<file path="src/rtl/pterm_pkg.sv">
package pterm_pkg;

  // Per-cell configuration word; bit order is the write-port encoding.
  typedef struct packed {
    logic setKind;   // bit 4: set/reset term sets (1) or clears (0)
    logic bypass;    // bit 3: combinational output
    logic invert;    // bit 2: output inverted
    logic toggle;    // bit 1: T mode
    logic exportEn;  // bit 0: pass terms to the next cell
  } cellCfg_t;

  localparam int CfgW = $bits(cellCfg_t);
  localparam int StrobeIdxW = 8;

  // Write strobe from control to datapath.
  typedef struct packed {
    logic                  wrEn;
    logic [StrobeIdxW-1:0] wrIdx;
    cellCfg_t              wrData;
  } cfgStrobe_t;

endpackage

</file>
<file path="src/rtl/pterm_ctrl.sv">
module pterm_ctrl
  import pterm_pkg::*;
#(
  parameter int NumCells = 9,
  localparam int AddrW = $clog2(NumCells)
) (
  input  logic             cfgWe,
  input  logic [AddrW-1:0] cfgAddr,
  input  logic [CfgW-1:0]  cfgData,
  output cfgStrobe_t       stb
);

  logic addrValid;

  always_comb begin
    addrValid  = int'(cfgAddr) < NumCells;
    stb.wrEn   = cfgWe && addrValid;
    stb.wrIdx  = StrobeIdxW'(cfgAddr);
    stb.wrData = cellCfg_t'(cfgData);
  end

endmodule

</file>
<file path="src/rtl/pterm_cell.sv">
module pterm_cell
  import pterm_pkg::*;
#(
  parameter int LocalPts = 4,
  parameter bit IsLast   = 1'b0
) (
  input  logic                clk,
  input  logic                srst,
  input  cellCfg_t            cfg,
  input  logic [LocalPts-1:0] localPt,
  input  logic                srPt,
  input  logic                recvIn,
  input  logic                chainIn,
  output logic                exportOut,
  output logic                chainOut,
  output logic                cellOut
);

  logic gathered;
  logic sumOr;
  logic srActive;
  logic q;

  always_comb begin
    // Set/reset term joins the sum only when terms arrive from below.
    gathered  = (|localPt) | (recvIn & srPt) | chainIn;
    exportOut = cfg.exportEn && !IsLast;
    sumOr     = exportOut ? 1'b0 : gathered;
    chainOut  = exportOut ? gathered : 1'b0;
    srActive  = srPt && !recvIn;
    cellOut   = (cfg.bypass ? sumOr : q) ^ cfg.invert;
  end

  always_ff @(posedge clk) begin
    if (srst)          q <= 1'b0;
    else if (srActive) q <= cfg.setKind;
    else if (cfg.toggle) q <= q ^ sumOr;
    else               q <= sumOr;
  end

  a_r8_d_capture: assert property (@(posedge clk) disable iff (srst)
    (!srActive && !cfg.toggle) |=> (q == $past(sumOr)));

  a_r9_t_toggle: assert property (@(posedge clk) disable iff (srst)
    (!srActive && cfg.toggle) |=> (q == ($past(q) ^ $past(sumOr))));

  a_r10_sync_clear: assert property (@(posedge clk) disable iff (srst)
    (srActive && !cfg.setKind) |=> !q);

  a_r10_sync_preset: assert property (@(posedge clk) disable iff (srst)
    (srActive && cfg.setKind) |=> q);

  a_r5_sr_absorbed: assert property (@(posedge clk) disable iff (srst)
    (recvIn && srPt) |-> (sumOr || chainOut));

  generate
    if (IsLast) begin : g_lastChk
      a_r7_last_no_forward: assert property (@(posedge clk) disable iff (srst)
        cfg.exportEn |-> (!chainOut && (sumOr == gathered)));
    end
  endgenerate

endmodule

</file>
<file path="src/rtl/pterm_datapath.sv">
module pterm_datapath
  import pterm_pkg::*;
#(
  parameter int NumCells = 9,
  parameter int LocalPts = 4,
  localparam int PtStride = LocalPts + 1,
  localparam int PtW = NumCells * PtStride
) (
  input  logic                clk,
  input  logic                srst,
  input  cfgStrobe_t          stb,
  input  logic [PtW-1:0]      ptIn,
  output logic [NumCells-1:0] mcOut
);

  cellCfg_t [NumCells-1:0] cfgReg;
  logic     [NumCells-1:0] exportVec;
  logic     [NumCells-1:0] chainVec;

  generate
    for (genvar i = 0; i < NumCells; i++) begin : g_cell
      logic recvIn;
      logic chainIn;

      always_ff @(posedge clk) begin
        if (srst) cfgReg[i] <= '0;
        else if (stb.wrEn && (int'(stb.wrIdx) == i)) cfgReg[i] <= stb.wrData;
      end

      if (i == 0) begin : g_head
        assign recvIn  = 1'b0;
        assign chainIn = 1'b0;
      end else begin : g_link
        assign recvIn  = exportVec[i-1];
        assign chainIn = chainVec[i-1];
      end

      pterm_cell #(
        .LocalPts(LocalPts),
        .IsLast  (i == NumCells - 1)
      ) cell_i (
        .clk      (clk),
        .srst     (srst),
        .cfg      (cfgReg[i]),
        .localPt  (ptIn[i*PtStride +: LocalPts]),
        .srPt     (ptIn[i*PtStride + LocalPts]),
        .recvIn   (recvIn),
        .chainIn  (chainIn),
        .exportOut(exportVec[i]),
        .chainOut (chainVec[i]),
        .cellOut  (mcOut[i])
      );
    end
  endgenerate

  a_r2_cfg_hold: assert property (@(posedge clk) disable iff (srst)
    !stb.wrEn |=> $stable(cfgReg));

  a_r1_clear_out: assert property (@(posedge clk)
    srst |=> (mcOut == '0));

  a_r7_chain_end_quiet: assert property (@(posedge clk) disable iff (srst)
    !(exportVec[NumCells-1] || chainVec[NumCells-1]));

endmodule

</file>
<file path="src/rtl/pterm_chain_array.sv">
module pterm_chain_array
  import pterm_pkg::*;
#(
  parameter int NumCells = 9,
  parameter int LocalPts = 4,
  localparam int AddrW = $clog2(NumCells),
  localparam int PtW = NumCells * (LocalPts + 1)
) (
  input  logic                clk,
  input  logic                srst,
  input  logic                cfgWe,
  input  logic [AddrW-1:0]    cfgAddr,
  input  logic [CfgW-1:0]     cfgData,
  input  logic [PtW-1:0]      ptIn,
  output logic [NumCells-1:0] mcOut
);

  cfgStrobe_t stb;

  pterm_ctrl #(.NumCells(NumCells)) ctrl_i (
    .cfgWe  (cfgWe),
    .cfgAddr(cfgAddr),
    .cfgData(cfgData),
    .stb    (stb)
  );

  pterm_datapath #(.NumCells(NumCells), .LocalPts(LocalPts)) dp_i (
    .clk  (clk),
    .srst (srst),
    .stb  (stb),
    .ptIn (ptIn),
    .mcOut(mcOut)
  );

endmodule

</file>
<file path="config.mk">
export PLATFORM = sky130hd
export DESIGN_NAME = pterm_chain_array
export DESIGN_NICKNAME = d
export VERILOG_FILES = /design/src/rtl/pterm_pkg.sv /design/src/rtl/pterm_ctrl.sv /design/src/rtl/pterm_cell.sv /design/src/rtl/pterm_datapath.sv /design/src/rtl/pterm_chain_array.sv
export SDC_FILE = /design/constraint.sdc
export NUM_CORES = 1
export LEC_CHECK = 0
export ABC_AREA = 1
export ABC_CLOCK_PERIOD_IN_PS = 2100
export BUFFER_PORTS_ARGS = -buffer_cell sky130_fd_sc_hd__buf_2
export CAP_MARGIN = 20
export CORE_MARGIN = 2
export CORE_UTILIZATION = 53
export DETAILED_ROUTE_END_ITERATION = 7
export HOLD_SLACK_MARGIN = 0.1
export MAX_ROUTING_LAYER = met4
export PLACE_DENSITY = 0.87
export SLEW_MARGIN = 10
export SYNTH_ARGS = -nofsm -noshare
export SYNTH_HDL_FRONTEND = slang
export SYNTH_SLANG_ARGS = --single-unit
</file>
<file path="constraint.sdc">
create_clock -name clk -period 2.1 [get_ports clk]
set_input_delay 0.105 -clock clk [delete_from_list [all_inputs] [get_ports clk]]
set_output_delay 0.105 -clock clk [all_outputs]
set_load 0.01 [all_outputs]
</file>
==> impl_metrics.yaml, run 1 <==
setup_path:
  start_kind: "flop"
  arrival_ns: 2.24
  cp-end-kind: "output port"
  critPathRequiredTime_ns: 2.00
  cpMaxStageDelayCell: "dfxtp_2"
  reg2reg_depth: 22
  critPathMostFrequentCell: "nand2_2"
  crit_fanout: 3
  reg2reg_from: "dp_i.cfgReg[0]$_SDFFE_PP0P_"
  max_stage_delay_ns: 0.33
  worstPathCellList: "nand2_1 > nand2_1 > nor2_1 > nand2_1 > nand2_1 > nand2_1 > nand2_1 > nand2_2 > nand2_2 > nand2_2 > nand2_2 > nand2_2 > nand2_2 > nand2_2 > nand2_2 > nand2_2 > nand2_2 > nand3_2 > o211ai_1 > nand2_1 > buf_2"
  crit_type: "flop to output port"
  regToRegSetupSlack_ns: 0.19
  rr_endpoint: "dp_i.g_cell[8].cell_i.q$_SDFF_PP0_"
clock_tree:
  numCtsBuffers: 5
  cts.sink_count: 53
  path_clk_slew_ns: 0.09
  clock_latency_ns: 0.31
  htreeDepth: 2
  clockBufferDepth: 2
  cts_tree: "yes"
  root_buffer: "clkbuf_8"
die:
  start_util: 0.5480
  core_sq_um: 4692
  die_w_um: 73.65
  io_pins: 66
  die_area_sq_um: 5424
  rows: 25
  die_h_um: 73.65
layout:
  utilization: 0.6499
  final_layout_size_suffix_gt1_frac: 0.2063
  multi_input_area_sq_um: 1267
  final_nets: 497
  stdcell_count: 495
  n_antenna_cell: 0
  ff_latch_area_sq_um: 1062
  fill_cells: 420
  areaGrowthSynthToFinish_pct: 18.59
drt:
  wl_um: 5728
  dr.pass1.iters: 5
  vias: 2554
  ant_nets: 0
  routed_via_density: 5.160
  drc: 0
  wl_per_cell_um: 11.57
  drt_iter0_markers: 159
place:
  dpl.cell_count: 481
  dp_hpwl_um: 4085
  portBuffers: 65
  globalplace.congestion: 0.8314
power_and_ir_drop:
  peakVddDrop_uv: 516.9
  pwr-share-clk: 0.300
  pwr-share-seq: 0.569
  power_switching_mw: 0.4633
  pwr-share-comb: 0.131
  power_density_nw_per_um2: 602.3
  power.total_mw: 1.837
  cellLeakagePower_nw: 1.438
  sw_frac_of_total: 0.2523
  intPower_mw: 1.373
global_routing:
  track_usage: 0.2262
  grt_pass1_wl_um: 9259
  overflow: 0
  grt_max_degree: 54
  grt_pass1_vias: 2269
  grt_antenna_before_repair: 0
sta:
  drv_slew: 0
  fin_crit_ns: 2.345
  fmax_mhz: 426.5
  skew_ns: 0.004620
  min_period_over_period: 1.117
  setup_viol_count_final: 4
  finalWorstSetupSlack_ns: -0.2448
  worstMarginPinSlew_ns: 0.5416
  relSlewSlack: 0.6362
  grt_setup_unrepaired: "true"
  hold_violations: 0
logic_synthesis:
  yosys-top-cells-area: "dfxtp_1, o21ai_0, nor2_1"
  synth-seq-cells: 53
  synth_area_per_cell_sq_um: 6.802
  synth_area_leader_cell: "dfxtp_1"
  syn_nets: 435
  synth_area_sq_um: 2571
  ys_warn_count: 0
  syn_inst: 378
  synth_top_area_share: 0.4127
  synth.distinct_cells: 23
  seq_area_frac_synth: 0.4127
flow_run:
  cap_violations: 0
hold_path:
  whs_path_depth: 5
  min_path_type: "input port to flop"
  hold_end: "dp_i.g_cell[8].cell_i.q$_SDFF_PP0_"
  min_from: "ptIn[44]"
run_status:
  outcome: "finished, violations left"
  violations: "setup timing"
[cells in the mapped netlist]
cell type	n
o21ai_2	1
o211ai_1	5
or2_2	1
nand3_2	1
nand2_2	2
clkbuf_1	5
o21ai_1	1
or4_1	2
nand4_1	2
buf_1	4
xnor2_1	3
nor3_1	10
nand3_1	4
xor2_1	11
buf_4	9
inv_1	47
o21ai_0	54
nand2_1	58
a21oi_1	34
dfxtp_1	53
o31ai_1	1
o21bai_1	1
nor2_1	69
[stage by stage]
step                      cell area (sq um)  setup TNS [ns]  hold slack [ns]  worst slack (ns)
after global routing                   3049          -1.440           0.1696           -0.4785
after CTS                              3003         -0.3429           0.1479           -0.1546
final                                  3049         -0.6089           0.1427           -0.2448
after detailed placement               2878               0           0.3813            0.1895
after global placement                 2878               0           0.3692            0.2244
after floorplan                        2571               0           0.2524            0.3952
[critical path: cells and delay by family (launching register included)]
family,cells,cell delay (ns)
flip-flops,1,0.33
buffers and inverters,1,0.13
AO/OA/AOI/OAI,1,0.10
AND/OR/NAND/NOR,19,1.34
[how the worst max path moves through the flow]
stage	from	end	depth (start not counted)
6_report	dp_i.cfgReg[0]$_SDFFE_PP0P_	mcOut[8]	21
5_1_grt	dp_i.cfgReg[0]$_SDFFE_PP0P_	mcOut[8]	22
4_1_cts	dp_i.cfgReg[0]$_SDFFE_PP0P_	mcOut[8]	21
3_5_place_dp	dp_i.cfgReg[0]$_SDFFE_PP0P_	mcOut[8]	21
3_3_place_gp	dp_i.cfgReg[0]$_SDFFE_PP0P_	mcOut[8]	21
2_1_floorplan	dp_i.cfgReg[0]$_SDFFE_PP0P_	mcOut[8]	21
[routing by layer]
| layer | share of wire | vias to the layer above | wire [um] | GRT usage |
|---|---|---|---|---|
| li1 | - | 1327 | - | - |
| met1 | 0.44 | 1131 | 2521 | 0.2622 |
| met2 | 0.49 | 87 | 2795 | 0.3879 |
| met3 | 0.058 | 9 | 330 | 0.03978 |
| met4 | 0.014 | 0 | 80 | 0.08687 |
| met5 | 0 | - | 0 | - |
[flip-flops by register name (all words and copies together) (netlist names)]
name	cells
dp_i.g_cell.cell_i.q	9
dp_i.cfgReg	44
[final cells by class]
type                       count  area share
timing repair buffer          73      0.1297
tap                           54     0.02216
multi-input combinational    260      0.4157
clock buffer                   8     0.02626
inverter                      47     0.05786
sequential                    53      0.3484
[layout by cell type, fill, tap and decap left out, types with 2 or more instances in the layout]
cell and n:
a21oi_1 32, a21oi_2 2, buf_2 65, buf_4 4, clkbuf_1 3, clkbuf_8 5
dfxtp_1 52, dlygate4sd3_1 4, inv_1 47, nand2_1 49, nand2_2 10, nand3_1 4
nand4_1 2, nor2_1 69, nor3_1 10, o211ai_1 5, o21ai_0 54, or4_1 2
xnor2_1 3, xor2_1 11
[cells by family after synthesis]
| family | after synthesis | share of synthesized area |
|---|---|---|
| simple gates | 149 | 0.2346 |
| compound gates | 97 | 0.1971 |
| buf+inv | 65 | 0.1080 |
| flops | 53 | 0.4127 |
| xor+xnor | 14 | 0.04769 |
[repair_timing]
action,CTS,global route
pin swaps,0,7
buffers inserted,0,2
hold buffers,4,0
cloned,0,0
endpoints found under the setup margin,3,7
resized for setup,2,11
hold endpoints to repair,4,0
[power by group through the flow]
stage | logic [mW] | registers [mW] | clock network (mW)
floorplan | 0.153 | 1.07 | 0
global placement | 0.222 | 1.07 | 0
detailed placement | 0.228 | 1.07 | 0
CTS | 0.235 | 1.05 | 0.562
global route | 0.272 | 1.05 | 0.595
finish | 0.240 | 1.05 | 0.551
Note: power is estimated with default switching activity, not from simulation.
==> run 2, diff against run 1 <==
- CORE_UTILIZATION: 53 -> 57
- PLACE_DENSITY: 0.87 -> 0.88
- SYNTH_HIERARCHICAL: unset -> 1
==> impl_metrics.yaml, run 2 <==
sta:
  finalWorstSetupSlack_ns: -1.726
  min_period_over_period: 1.822
  setup_viol_count_final: 14
  finalSetupTns_ns: -14.01
  fmax_mhz: 261.4
  drv_slew: 0
  fin_crit_ns: 3.826
  relSlewSlack: 0.4922
  worstMarginPinSlew_ns: 0.7607
  hold_violations: 0
  skew_ns: 0.01180
  grt_setup_unrepaired: "true"
clock_tree:
  path_clk_slew_ns: 0.09
  root_buffer: "clkbuf_8"
  clockBufferDepth: 2
  htreeDepth: 2
  clock_latency_ns: 0.32
  cts_tree: "yes"
  cts.sink_count: 53
  numCtsBuffers: 5
place:
  dp_hpwl_um: 6340
  dpl.cell_count: 729
  globalplace.congestion: 0.7842
  portBuffers: 65
  dpl_cell_area_sq_um: 4091
  pre_cts_slack_ns: -1.284
layout:
  mostFrequentLayoutCell: "nand2_1"
  postLayoutCellArea_sq_um: 4818
  largest-register: "dp_i/cfgReg"
  n_antenna_cell: 0
  stdcell_count: 793
  largest_reg_flops: 44
  final_nets: 774
  layout_common_cells: "nand2_1, nor2_1, buf_4"
  areaGrowthSynthToFinish_pct: 31.52
  top_regs: "dp_i/cfgReg (44), dp_i/g_cell.cell_i/q (9)"
  final_layout_size_suffix_gt1_frac: 0.3771
logic_synthesis:
  ys_warn_count: 6
  synth_area_per_cell_sq_um: 6.230
  synth_area_sq_um: 3664
  syn_inst: 588
global_routing:
  grt_pass1_wl_um: 19670
  overflow: 0
  track_usage: 0.3517
  grt_max_degree: 45
  grt_antenna_before_repair: 0
  grt_pass1_vias: 4446
drt:
  dr.pass1.iters: 8
  drc: 89
  wl_um: 14240
  ant_nets: 0
  wl_per_cell_um: 17.95
  vias: 4747
  drt_iter0_markers: 1214
  routed_via_density: 5.986
power_and_ir_drop:
  power_density_nw_per_um2: 415.0
  power.total_mw: 1.999
  cellLeakagePower_nw: 2.407
  peakVddDrop_uv: 276.1
die:
  io_pins: 66
  die_h_um: 84.17
  rows: 29
  core_sq_um: 6277
  start_util: 0.5836
  die_w_um: 84.17
  die_area_sq_um: 7085
run_status:
  outcome: "finished, violations left"
  violations: "DRC, setup timing"
hold_path:
  hold_end: "dp_i/g_cell[4].cell_i/q$_SDFF_PP0_"
  min_path_type: "input port to flop"
  min_from: "ptIn[24]"
  whs_path_depth: 3
setup_path:
  cpMaxStageDelayCell: "dfxtp_2"
  reg2reg_depth: 31
  crit_fanout: 2
  regToRegSetupSlack_ns: -1.51
  rr_endpoint: "dp_i/g_cell[2].cell_i/q$_SDFF_PP0_"
  critPathRequiredTime_ns: 2.00
  arrival_ns: 3.72
  critPathMostFrequentCell: "nand2_1"
  cp-end-kind: "output port"
  max_stage_delay_ns: 0.34
  start_kind: "flop"
  reg2reg_from: "dp_i/cfgReg[0]$_SDFFE_PP0P_"
  startpoint: "dp_i/cfgReg[0]$_SDFFE_PP0P_"
  crit_type: "flop to output port"
flow_run:
  cap_violations: 0
==> run 2: worst max path at each step <==
| stage | to | slack [ns] | cells after the start |
|---|---|---|---|
| after CTS | dp_i/g_cell[1].cell_i/q$_SDFF_PP0_ | -1.50 | 31 |
| final | mcOut[7] | -1.73 | 36 |
| after detailed placement | mcOut[8] | -1.28 | 40 |
| after global routing | mcOut[8] | -2.01 | 37 |
| after global placement | mcOut[8] | -1.11 | 40 |
| after floorplan | mcOut[8] | -0.86 | 36 |
==> run 2: per-stage QoR <==
step,hold slack (ns),util
finish,0.1111,0.7676
global route,0.1380,0.7676
CTS,0.1050,0.7485
detailed placement,0.4196,0.6518
global placement,0.4128,0.6518
floorplan,0.2761,-
==> run 2: worst max-delay path, delay by kind of cell, from the launching register on <==
kind / cells / cell delay (ns)
and+or+nand+nor: 19 / 1.29
AOI/OAI and AO/OA: 7 / 1.07
buffers and inverters: 10 / 0.72
DFF: 1 / 0.34
==> run 2: final cells by class <==
| type | instances | area [sq um] |
|---|---|---|
| fillers | 385 | 1459 |
| well taps | 77 | 96.34 |
| flip-flops and latches | 53 | 1062 |
| inverters | 88 | 330.3 |
| repair buffers | 154 | 1087 |
| clock inverters | 1 | 5.005 |
| clock buffers | 5 | 68.82 |
| multi-input cells | 415 | 2168 |
==> run 2: routing by layer <==
metal	GRT usage	vias to the layer above	share of wire
met5	-	-	0
met1	0.3583	2079	0.32
met3	0.08063	194	0.12
met2	0.5700	436	0.45
li1	-	2038	-
met4	0.2962	0	0.12
==> run 2: where the power goes <==
part / switching (mW) / internal (mW) / leakage (nW)
registers: 0.00770 / 1.02 / 0.430
logic: 0.253 / 0.156 / 1.94
clock network: 0.346 / 0.221 / 0.0399
==> run 2: repair_timing <==
item | in CTS | in global routing
hold endpoints to repair | 3 | 0
pin swaps | 18 | 38
gates cloned | 0 | 0
buffers inserted | 57 | 9
endpoints found under the setup margin | 11 | 14
resized for setup | 21 | 31
hold buffers | 3 | 0
==> run 3, diff against run 2 <==
- CAP_MARGIN: 20 -> unset
- SKIP_CTS_REPAIR_TIMING: unset -> 1
==> impl_metrics.yaml, run 3 (synthesis gave the netlist of run 2 again) <==
clock_tree:
  htreeDepth: 2
  cts_tree: "yes"
  clockBufferDepth: 2
  root_buffer: "clkbuf_8"
  numCtsBuffers: 5
  clock_latency_ns: 0.31
  path_clk_slew_ns: 0.09
  cts.sink_count: 53
setup_path:
  start_kind: "flop"
  reg2reg_depth: 37
  rr_endpoint: "dp_i/g_cell[8].cell_i/q$_SDFF_PP0_"
  crit_type: "flop to output port"
  crit_fanout: 4
  arrival_ns: 3.53
  reg2reg_from: "dp_i/cfgReg[0]$_SDFFE_PP0P_"
  critPathRequiredTime_ns: 2.00
  regToRegSetupSlack_ns: -1.19
  cp-end-kind: "output port"
  max_stage_delay_ns: 0.34
  cpMaxStageDelayCell: "dfxtp_2"
layout:
  layout_common_cells: "nand2_1, nor2_1, inv_1"
  ff_latch_area_sq_um: 1062
  top_regs: "dp_i/cfgReg (44), dp_i/g_cell.cell_i/q (9)"
  largest_reg_flops: 44
  largest-register: "dp_i/cfgReg"
  final_layout_size_suffix_gt1_frac: 0.3193
  utilization: 0.6873
  final_nets: 722
  postLayoutCellArea_sq_um: 4314
  areaGrowthSynthToFinish_pct: 17.76
  mostFrequentLayoutCell: "nand2_1"
  n_antenna_cell: 0
  fill_cells: 515
  multi_input_area_sq_um: 2112
place:
  portBuffers: 65
  dpl_cell_area_sq_um: 4091
  globalplace.congestion: 0.7842
  dp_hpwl_um: 6340
sta:
  drv_slew: 0
  setup_viol_count_final: 11
  hold_violations: 0
  fin_crit_ns: 3.634
  grt_setup_unrepaired: "true"
  fmax_mhz: 275.2
  worstMarginPinSlew_ns: 0.7075
  relSlewSlack: 0.5277
  min_period_over_period: 1.730
  finalSetupTns_ns: -8.602
  finalWorstSetupSlack_ns: -1.534
  skew_ns: 0.003574
die:
  rows: 29
  die_area_sq_um: 7085
  core_sq_um: 6277
  die_h_um: 84.17
  die_w_um: 84.17
  start_util: 0.5836
  io_pins: 66
drt:
  wl_per_cell_um: 11.90
  routed_via_density: 5.174
  dr.pass1.iters: 5
  drt_iter0_markers: 320
  ant_nets: 0
  vias: 3834
  drc: 0
  wl_um: 8816
hold_path:
  min_path_type: "input port to flop"
  whs_path_depth: 3
  min_from: "ptIn[29]"
  hold_end: "dp_i/g_cell[5].cell_i/q$_SDFF_PP0_"
run_status:
  outcome: "finished, violations left"
  violations: "setup timing"
power_and_ir_drop:
  pwr-share-clk: 0.282
  intPower_mw: 1.376
  pwr-share-comb: 0.183
  power_density_nw_per_um2: 442.3
  power.total_mw: 1.908
  cellLeakagePower_nw: 2.108
  peakVddDrop_uv: 285.6
  power_switching_mw: 0.5320
  pwr-share-seq: 0.535
  sw_frac_of_total: 0.2788
global_routing:
  grt_pass1_wl_um: 14570
  overflow: 0
  grt_antenna_before_repair: 0
  grt_pass1_vias: 3558
  track_usage: 0.2521
  grt_max_degree: 45
flow_run:
  cap_violations: 0
==> run 3: worst max path at each step <==
stage                                            from  slack (ns)  cells after the start  endpoint
after floorplan           dp_i/cfgReg[0]$_SDFFE_PP0P_       -0.86                     36  mcOut[8]
after global placement                        ptIn[3]       -1.11                     40  mcOut[8]
after detailed placement                      ptIn[3]       -1.28                     40  mcOut[8]
after CTS                 dp_i/cfgReg[0]$_SDFFE_PP0P_       -1.53                     37  mcOut[8]
after global routing      dp_i/cfgReg[0]$_SDFFE_PP0P_       -1.94                     36  mcOut[8]
final                     dp_i/cfgReg[0]$_SDFFE_PP0P_       -1.53                     36  mcOut[8]
==> run 3: metal layers <==
| metal | wire (um) | track usage | vias up |
|---|---|---|---|
| li1 | - | - | 1940 |
| met4 | 238 | 0.09384 | 0 |
| met3 | 442 | 0.04130 | 26 |
| met1 | 3487 | 0.2753 | 1750 |
| met2 | 4648 | 0.4574 | 118 |
| met5 | 0 | - | - |
==> run 3: power by group through the flow <==
stage	clock [mW]	combinational, mW	sequential (mW)
floorplan	0	0.215	1.04
detailed placement	0	0.320	1.04
global route	0.571	0.387	1.02
CTS	0.540	0.322	1.02
global placement	0	0.307	1.04
finish	0.537	0.349	1.02
==> run 3: final cells by class <==
| class | instances | share of cell area |
|---|---|---|
| inverter | 88 | 0.07657 |
| tap | 77 | 0.02233 |
| sequential | 53 | 0.2462 |
| multi-input combinational | 415 | 0.4896 |
| timing repair buffer | 102 | 0.1482 |
| clock buffer | 5 | 0.01595 |
| clock inverter | 1 | 0.001160 |
==> run 3: per-stage QoR <==
stage | instances | setup slack [ns] | hold WS (ns)
6_report | 741 | -1.534 | 0.08858
5_1_grt | 741 | -1.943 | 0.1076
4_1_cts | 735 | -1.525 | 0.09422
3_5_place_dp | 729 | -1.284 | 0.4196
3_3_place_gp | 729 | -1.113 | 0.4128
2_1_floorplan | 594 | -0.8557 | 0.2761
==> run 3: critical path: cells and delay by family, from the launching register on <==
family,cells,cell delay (ns)
AND/OR/NAND/NOR,18,1.60
AO/OA/AOI/OAI,9,0.70
buffers and inverters,9,0.56
flip-flops,1,0.34
